**config.mk**
```make
export PLATFORM = sky130hd
export DESIGN_NAME = updown_tally
export DESIGN_NICKNAME = d
export VERILOG_FILES = /design/src/rtl/updown_tally_pkg.sv /design/src/rtl/tally_inc.sv /design/src/rtl/tally_dec.sv /design/src/rtl/tally_term.sv /design/src/rtl/updown_tally.sv
export SDC_FILE = /design/constraint.sdc
export NUM_CORES = 1
export LEC_CHECK = 0
export BUFFER_PORTS_ARGS = -buffer_cell sky130_fd_sc_hd__buf_4
export CORE_UTILIZATION = 52
export DETAILED_ROUTE_END_ITERATION = 16
export PLACE_DENSITY = 0.88
export SLEW_MARGIN = 30
export SYNTH_ARGS = -nofsm -noshare
export SYNTH_HDL_FRONTEND = slang
export SYNTH_HIERARCHICAL = 1
export SYNTH_SLANG_ARGS = --single-unit
```
**constraint.sdc**
```tcl
create_clock -name clk -period 5.6 [get_ports clk]
set_input_delay 0.84 -clock clk [delete_from_list [all_inputs] [get_ports clk]]
set_output_delay 0.84 -clock clk [all_outputs]
set_load 0.005 [all_outputs]
```
**src/rtl/updown_tally_pkg.sv**
```systemverilog
package updown_tally_pkg;

    typedef enum logic {
        DIR_UP   = 1'b0,
        DIR_DOWN = 1'b1
    } dir_e;

    typedef enum logic [1:0] {
        ACT_HOLD  = 2'd0,
        ACT_CLEAR = 2'd1,
        ACT_LOAD  = 2'd2,
        ACT_STEP  = 2'd3
    } act_e;

    typedef struct packed {
        logic clear;
        logic load;
        logic step;
        dir_e dir;
    } ctrl_t;

    function automatic act_e pick_action(input ctrl_t c);
        if (c.clear)     return ACT_CLEAR;
        else if (c.load) return ACT_LOAD;
        else if (c.step) return ACT_STEP;
        else             return ACT_HOLD;
    endfunction

endpackage

```
**src/rtl/tally_inc.sv**
```systemverilog
module tally_inc #(
    parameter int WIDTH = 8
) (
    input  logic [WIDTH-1:0] a_in,
    output logic [WIDTH-1:0] sum_out
);
    logic [WIDTH:0] carry;

    assign carry[0] = 1'b1;

    for (genvar i = 0; i < WIDTH; i++) begin : g_half
        assign sum_out[i]  = a_in[i] ^ carry[i];
        assign carry[i+1]  = a_in[i] & carry[i];
    end

    always_comb begin
        if (&a_in) begin
            p_inc_wrap_r9: assert (sum_out == '0);
        end
    end
endmodule

```
**src/rtl/tally_dec.sv**
```systemverilog
module tally_dec #(
    parameter int WIDTH = 8
) (
    input  logic [WIDTH-1:0] a_in,
    output logic [WIDTH-1:0] diff_out
);
    logic [WIDTH:0] carry;

    assign carry[0] = 1'b0;

    // Full adders with the second operand tied to 1 at every bit.
    for (genvar i = 0; i < WIDTH; i++) begin : g_full
        assign diff_out[i] = ~(a_in[i] ^ carry[i]);
        assign carry[i+1]  = a_in[i] | carry[i];
    end

    always_comb begin
        if (a_in == '0) begin
            p_dec_wrap_r9: assert (&diff_out);
        end
    end
endmodule

```
**src/rtl/tally_term.sv**
```systemverilog
module tally_term
    import updown_tally_pkg::*;
#(
    parameter int WIDTH = 8
) (
    input  logic [WIDTH-1:0] value,
    input  dir_e             dir,
    output logic             hit
);
    logic all_ones;
    logic all_zero;

    assign all_ones = &value;
    assign all_zero = ~(|value);
    assign hit      = (dir == DIR_DOWN) ? all_zero : all_ones;
endmodule

```
**src/rtl/updown_tally.sv**
```systemverilog
module updown_tally
    import updown_tally_pkg::*;
#(
    parameter int WIDTH = 8
) (
    input  logic             clk,
    input  logic             rst,
    input  logic             clr,
    input  logic             cnt_en,
    input  logic             dir_dn,
    input  logic             ld_en,
    input  logic [WIDTH-1:0] ld_val,
    output logic [WIDTH-1:0] count_q,
    output logic             term_hit
);
    localparam logic [WIDTH-1:0] ALL_ONES = {WIDTH{1'b1}};

    ctrl_t            ctl;
    act_e             act;
    logic [WIDTH-1:0] up_val;
    logic [WIDTH-1:0] dn_val;
    logic [WIDTH-1:0] step_val;
    logic [WIDTH-1:0] cnt_r;

    assign ctl.clear = clr | rst;
    assign ctl.load  = ld_en;
    assign ctl.step  = cnt_en;
    assign ctl.dir   = dir_e'(dir_dn);
    assign act       = pick_action(ctl);

    tally_inc #(.WIDTH(WIDTH)) u_inc (.a_in(cnt_r), .sum_out(up_val));
    tally_dec #(.WIDTH(WIDTH)) u_dec (.a_in(cnt_r), .diff_out(dn_val));

    assign step_val = (ctl.dir == DIR_DOWN) ? dn_val : up_val;

    always_ff @(posedge clk) begin
        unique case (act)
            ACT_CLEAR: cnt_r <= '0;
            ACT_LOAD:  cnt_r <= ld_val;
            ACT_STEP:  cnt_r <= step_val;
            default:   cnt_r <= cnt_r;
        endcase
    end

    tally_term #(.WIDTH(WIDTH)) u_term (
        .value (cnt_r),
        .dir   (ctl.dir),
        .hit   (term_hit)
    );

    assign count_q = cnt_r;

    p_clear_zero_r1: assert property (@(posedge clk) disable iff (rst)
        clr |=> count_q == '0);

    p_load_value_r2: assert property (@(posedge clk) disable iff (rst)
        (!clr && ld_en) |=> count_q == $past(ld_val));

    p_step_up_r3: assert property (@(posedge clk) disable iff (rst)
        (!clr && !ld_en && cnt_en && !dir_dn) |=> count_q == WIDTH'($past(count_q) + 1'b1));

    p_step_down_r4: assert property (@(posedge clk) disable iff (rst)
        (!clr && !ld_en && cnt_en && dir_dn) |=> count_q == WIDTH'($past(count_q) - 1'b1));

    p_hold_r5: assert property (@(posedge clk) disable iff (rst)
        (!clr && !ld_en && !cnt_en) |=> $stable(count_q));

    p_term_up_r6: assert property (@(posedge clk) disable iff (rst)
        !dir_dn |-> (term_hit == (count_q == ALL_ONES)));

    p_term_down_r7: assert property (@(posedge clk) disable iff (rst)
        dir_dn |-> (term_hit == (count_q == '0)));
endmodule

```
Yosys cells after proc, flatten, opt, wreduce, memory -nomap -nowiden
Index checks and enable logic that the tools add are counted.
{"block": "word_totals", "mem_bits_ro": 0, "memories": 0, "input_bits": 14, "ramBits": 0, "output_inout_bits": 9, "latchBits": 0, "register_bits": 8}
{"block": "op_classes", "multipliers": 0, "eq_ne": 3, "n_lt_le_gt_ge": 0, "n_reduce_logical": 3, "div_mod_pow": 0, "addsub": 0, "mux": 6, "n_bitwise": 35, "shifts": 0}
{"op": "8-bit case mux with 3 select lines", "n": 1}
{"op": "1-bit XOR", "n": 13}
{"op": "1-bit NOT", "n": 9}
{"op": "8-bit two-way mux", "n": 1}
{"op": "8-bit AND reduction", "n": 1}
{"op": "8-bit OR reduction", "n": 1}
{"op": "1-bit bitwise OR", "n": 7}
{"op": "1-bit AND", "n": 6}
{"op": "2-bit two-way mux", "n": 3}
{"op": "2-bit equality test (second input constant)", "n": 2}
{"op": "3-bit nonzero test", "n": 1}
{"op": "2-bit by 1-bit equality test with 1-bit output (second input constant)", "n": 1}
{"op": "1-bit two-way mux", "n": 1}

Logic depth before layout (Yosys ltp)
{"block": "logic_depth", "word_depth": 10, "mapped_depth": 10, "mapped_depth_nobuf": 10}

Modules after synthesis
Netlist, hierarchy kept.
{"module": "updown_tally", "cells_per_inst": 29, "instances": 1, "seq_area_each_um2": 240.2, "area_per_inst_um2": 440.4}
{"module": "tally_dec", "cells_per_inst": 20, "instances": 1, "seq_area_each_um2": 0.0, "area_per_inst_um2": 132.6}
{"module": "tally_inc", "cells_per_inst": 8, "instances": 1, "seq_area_each_um2": 0.0, "area_per_inst_um2": 87.6}
{"module": "tally_term", "cells_per_inst": 7, "instances": 1, "seq_area_each_um2": 0.0, "area_per_inst_um2": 51.3}

Worst setup path before layout
Ideal clock, no wire load.
{"block": "synth_timing", "kind": "reg-to-reg", "start": "register cnt_r[0], in the netlist count_q[0]", "end": "register cnt_r[7], in the netlist count_q[7], data pin", "arrival_ns": 1.877, "synth_period_minus_slack_ns": 2.134, "path_slack_ns": 3.466, "path_stages_with_launch": 11, "path_buffers": 0, "cell_sequence": "edfxtp_1 -> inv_1 -> ha_1 -> ha_1 -> ha_1 -> ha_1 -> ha_1 -> ha_1 -> xor2_1 -> mux2i_1 -> o2bb2ai_1"}
{"block": "synth_between", "elab_chain_len": 10, "word_cells_on_any_way": 17, "classes_between": "mux: 2; bitwise: 15"}
{"element": "from (decl)", "line_no": "updown_tally.sv:23", "source": "logic [WIDTH-1:0] cnt_r;"}
{"element": "from (signal assigned)", "line_no": "updown_tally.sv:39", "source": "ACT_LOAD: cnt_r <= ld_val;"}
{"element": "from (signal assigned)", "line_no": "updown_tally.sv:40", "source": "ACT_STEP: cnt_r <= step_val;"}
{"element": "from (signal assigned)", "line_no": "updown_tally.sv:41", "source": "default: cnt_r <= cnt_r;"}
{"element": "1-bit bitwise OR (6 in series)", "line_no": "tally_dec.sv:14", "source": "assign carry[i+1] = a_in[i] | carry[i];"}
{"element": "1-bit XOR", "line_no": "tally_dec.sv:13", "source": "assign diff_out[i] = ~(a_in[i] ^ carry[i]);"}
{"element": "1-bit NOT", "line_no": "tally_dec.sv:13"}
{"element": "via dn_val[7]", "line_no": "updown_tally.sv:21", "source": "logic [WIDTH-1:0] dn_val;"}
{"element": "8-bit two-way mux", "line_no": "updown_tally.sv:34", "source": "assign step_val = (ctl.dir == DIR_DOWN) ? dn_val : up_val;"}
{"element": "8-bit case mux with 3 select lines", "line_no": "updown_tally.sv:37", "source": "unique case (act)"}
The timed path passes the listed nets, and every way through them passes these cells.
A chain may end at the register's enable or synchronous reset.

Final worst setup path
{"block": "layout_timing", "start": "input dir_dn", "end": "output term_hit"}
{"block": "layout_between", "elab_chain_len": 1}
{"element": "from (decl)", "line_no": "updown_tally.sv:10", "source": "input logic dir_dn,"}
{"element": "1-bit two-way mux", "line_no": "tally_term.sv:15", "source": "assign hit = (dir == DIR_DOWN) ? all_zero : all_ones;"}
{"element": "to (decl)", "line_no": "updown_tally.sv:14", "source": "output logic term_hit"}
No other way between the ends.

==> flow_summary.json <==
{
  "die_x_um": 39,
  "power.density_nw_per_um2": 187,
  "die_h_um": 39,
  "place.gp.congestion": 0.648,
  "worstPathArrival_ps": 1610,
  "root_buffer": "clkbuf_4",
  "antenna_cells": 0,
  "die-area_sq_um": 1520,
  "area_growth_syn_to_layout_pct": 26.7,
  "status": "finished, final reports clean",
  "seq_area_frac_synth_pct": 33.7,
  "grt_pass1_wl_mm": 2.08,
  "hold_slack_ps": 839,
  "cts_hold_buf": 0,
  "critPathMostFrequentCell": "buf_4",
  "yosysTopAreaCell": "edfxtp_1",
  "critPathKind": "input pin to output pin",
  "setup_viol": 0,
  "grt-ovfl-total": 0,
  "largest_reg_flops": 8,
  "slowest_delay_ps": 260,
  "yosysUniqueCellTypes": 17,
  "n_fill_cell": 88,
  "wl_per_cell_um": 12.6,
  "max_cap_viol_count": 0,
  "clock_sinks": 8,
  "reg2reg_from": "count_q[0]$_DFFE_PP_",
  "clk_pin_slew_worst_paths_ps": 50,
  "fp-row-count": 12,
  "dp_cells": 98,
  "path_max_fanout": 10,
  "cts_tree": "built",
  "coreArea_sq_um": 1190,
  "h-tree-depth": 1,
  "worstMarginPinSlew_ps": 478,
  "maxSlewViolCount": 0,
  "worstSkewPairLatency_ps": 250,
  "postSynthCellCount": 64,
  "io_pins": 23,
  "slowest_stage": "and4b_1",
  "totalWireLength_mm": 1.28,
  "regToRegSetupSlack_ps": 3300,
  "start_util_pct": 60.0,
  "syn-num-nets": 90,
  "numCtsBuffers": 3,
  "p_leak_nw": 0.458,
  "hold_start": "count_q[0]$_DFFE_PP_",
  "syn_avg_cell_area_sq_um": 11.1,
  "drive_above_1_share_pct": 33.3,
  "syn_area_sq_um": 712,
  "drt_iter0_drc": 7,
  "ys_warn_count": 6,
  "cts_resized": 0,
  "clockBufferDepth": 2,
  "drtPass1Iterations": 4,
  "period_needed_ps": 2450,
  "track_usage_pct": 21.8,
  "hold_violations": 0,
  "hp-class": "flip-flop to flip-flop",
  "fin_tns_setup_ps": 0,
  "r2r_cells": 10,
  "grt_pass1_vias": 504,
  "rsz0062_at_grt": "no",
  "r2r_end": "count_q[7]$_DFFE_PP_",
  "post_cts_buffers": 0,
  "slew_headroom_pct": 68.0,
  "final_cells": 101,
  "crit_chain": "buf_4 > and4b_1 > nand3_1 > o21ai_1 > buf_4",
  "drc": 0,
  "synth_top_area_share_pct": 33.7,
  "via_count": 566,
  "skew_ps": 2.83,
  "io_buffers": 22,
  "grt_max_degree": 11,
  "whs_path_depth": 3,
  "vdd_drop_max_mv": 0.135,
  "required_ps": 4760,
  "end_kind": "output pin",
  "synth_area_leaders": "edfxtp_1 (34%), ha_1 (21%), mux2i_1 (11%)",
  "holdPathEnd": "count_q[0]$_DFFE_PP_",
  "startpoint_type": "input pin",
  "nets": 115,
  "dpl.hpwl_mm": 1.10,
  "routed_via_density": 5.60,
  "antenna_found_initial": 0,
  "synth-seq-cells": 8,
  "fin_crit_sh_pct": 43.7,
  "clock.fmax_ghz": 0.409,
  "drtAntennaViolNets": 0
}
## power breakdown
group          internal, W  total [W]  switching, W
logic            0.0000276  0.0000498     0.0000222
clock network    0.0000245  0.0000433     0.0000189
registers        0.0000703  0.0000758    0.00000547
## stage by stage
stage	utilization (%)	cell area, sq um	power (W)	setup slack (ps)
after detailed placement	74.2	880	0.000127	3160
final	76.1	902	0.000169	3150
after global routing	76.1	902	0.000182	3100
after global placement	74.2	880	0.000123	3190
after floorplan	-	712	0.000105	3470
after CTS	76.1	902	0.000172	3160
## cell families (layout without fill, tap and decap cells)
| group | count (synthesis) | count (layout) | synth area share [%] |
|---|---|---|---|
| AO/OA/AOI/OAI | 9 | 9 | 10.5 |
| XOR/XNOR | 2 | 2 | 2.46 |
| adder cells (fa/ha/maj) | 12 | 12 | 21.1 |
| buffers and inverters | 16 | 39 | 9.49 |
| flip-flops | 8 | 8 | 33.7 |
| multiplexers | 8 | 8 | 11.2 |
| AND/OR/NAND/NOR | 9 | 9 | 11.4 |
## Yosys cell counts
library cell  number
o2bb2ai_1          8
ha_1              12
or4b_4             1
clkbuf_1           1
nor3b_2            1
nand3_1            2
nor3_1             1
and4b_1            1
nor4_2             1
buf_6              1
xor2_1             2
edfxtp_1           8
mux2i_1            8
inv_1             14
or4_2              1
nand4b_1           1
o21ai_1            1
## critical path, delay by kind of cell
family | cells | cell delay [ps]
AND/OR/NAND/NOR | 2 | 340
buffers and inverters | 2 | 280
AO/OA/AOI/OAI | 1 | 140
## worst max path at each step
| stage | from | end | depth (start not counted) |
|---|---|---|---|
| 2_1_floorplan | count_q[0]$_DFFE_PP_ | count_q[7]$_DFFE_PP_ | 10 |
| 3_3_place_gp | dir_dn | term_hit | 5 |
| 3_5_place_dp | dir_dn | term_hit | 5 |
| 4_1_cts | dir_dn | term_hit | 5 |
| 5_1_grt | dir_dn | term_hit | 5 |
| 6_report | dir_dn | term_hit | 5 |
## final cells by class
class | instances | area [sq um] | share of cell area (%)
Tap cell | 14 | 17.5 | 1.94
Inverter | 14 | 52.6 | 5.83
Sequential cell | 8 | 240 | 26.6
Clock buffer | 3 | 22.5 | 2.50
Timing Repair Buffer | 22 | 165 | 18.3
Multi-Input combinational cell | 40 | 404 | 44.8
## layer usage
layer  vias to the layer above  share of wire (%)  global-route usage [%]
met5                         -                  0                       0
met4                         0                3.0                    15.5
met3                         5                5.6                    3.47
met2                        20                 49                    40.4
met1                       256                 42                    21.4
li1                        285                  -                       -
## layout by cell type, fill, tap and decap left out, drive strengths merged
| cell type | Yosys | routed |
|---|---|---|
| and4b | 1 | 1 |
| buf | 1 | 22 |
| clkbuf | 1 | 3 |
| edfxtp | 8 | 8 |
| ha | 12 | 12 |
| inv | 14 | 14 |
| mux2i | 8 | 8 |
| nand3 | 2 | 2 |
| nand4b | 1 | 1 |
| nor3 | 1 | 1 |
| nor3b | 1 | 1 |
| nor4 | 1 | 1 |
| o21ai | 1 | 1 |
| o2bb2ai | 8 | 8 |
| or4 | 1 | 1 |
| or4b | 1 | 1 |
| xor2 | 2 | 2 |
No activity file was read; power rests on OpenSTA's default activity.
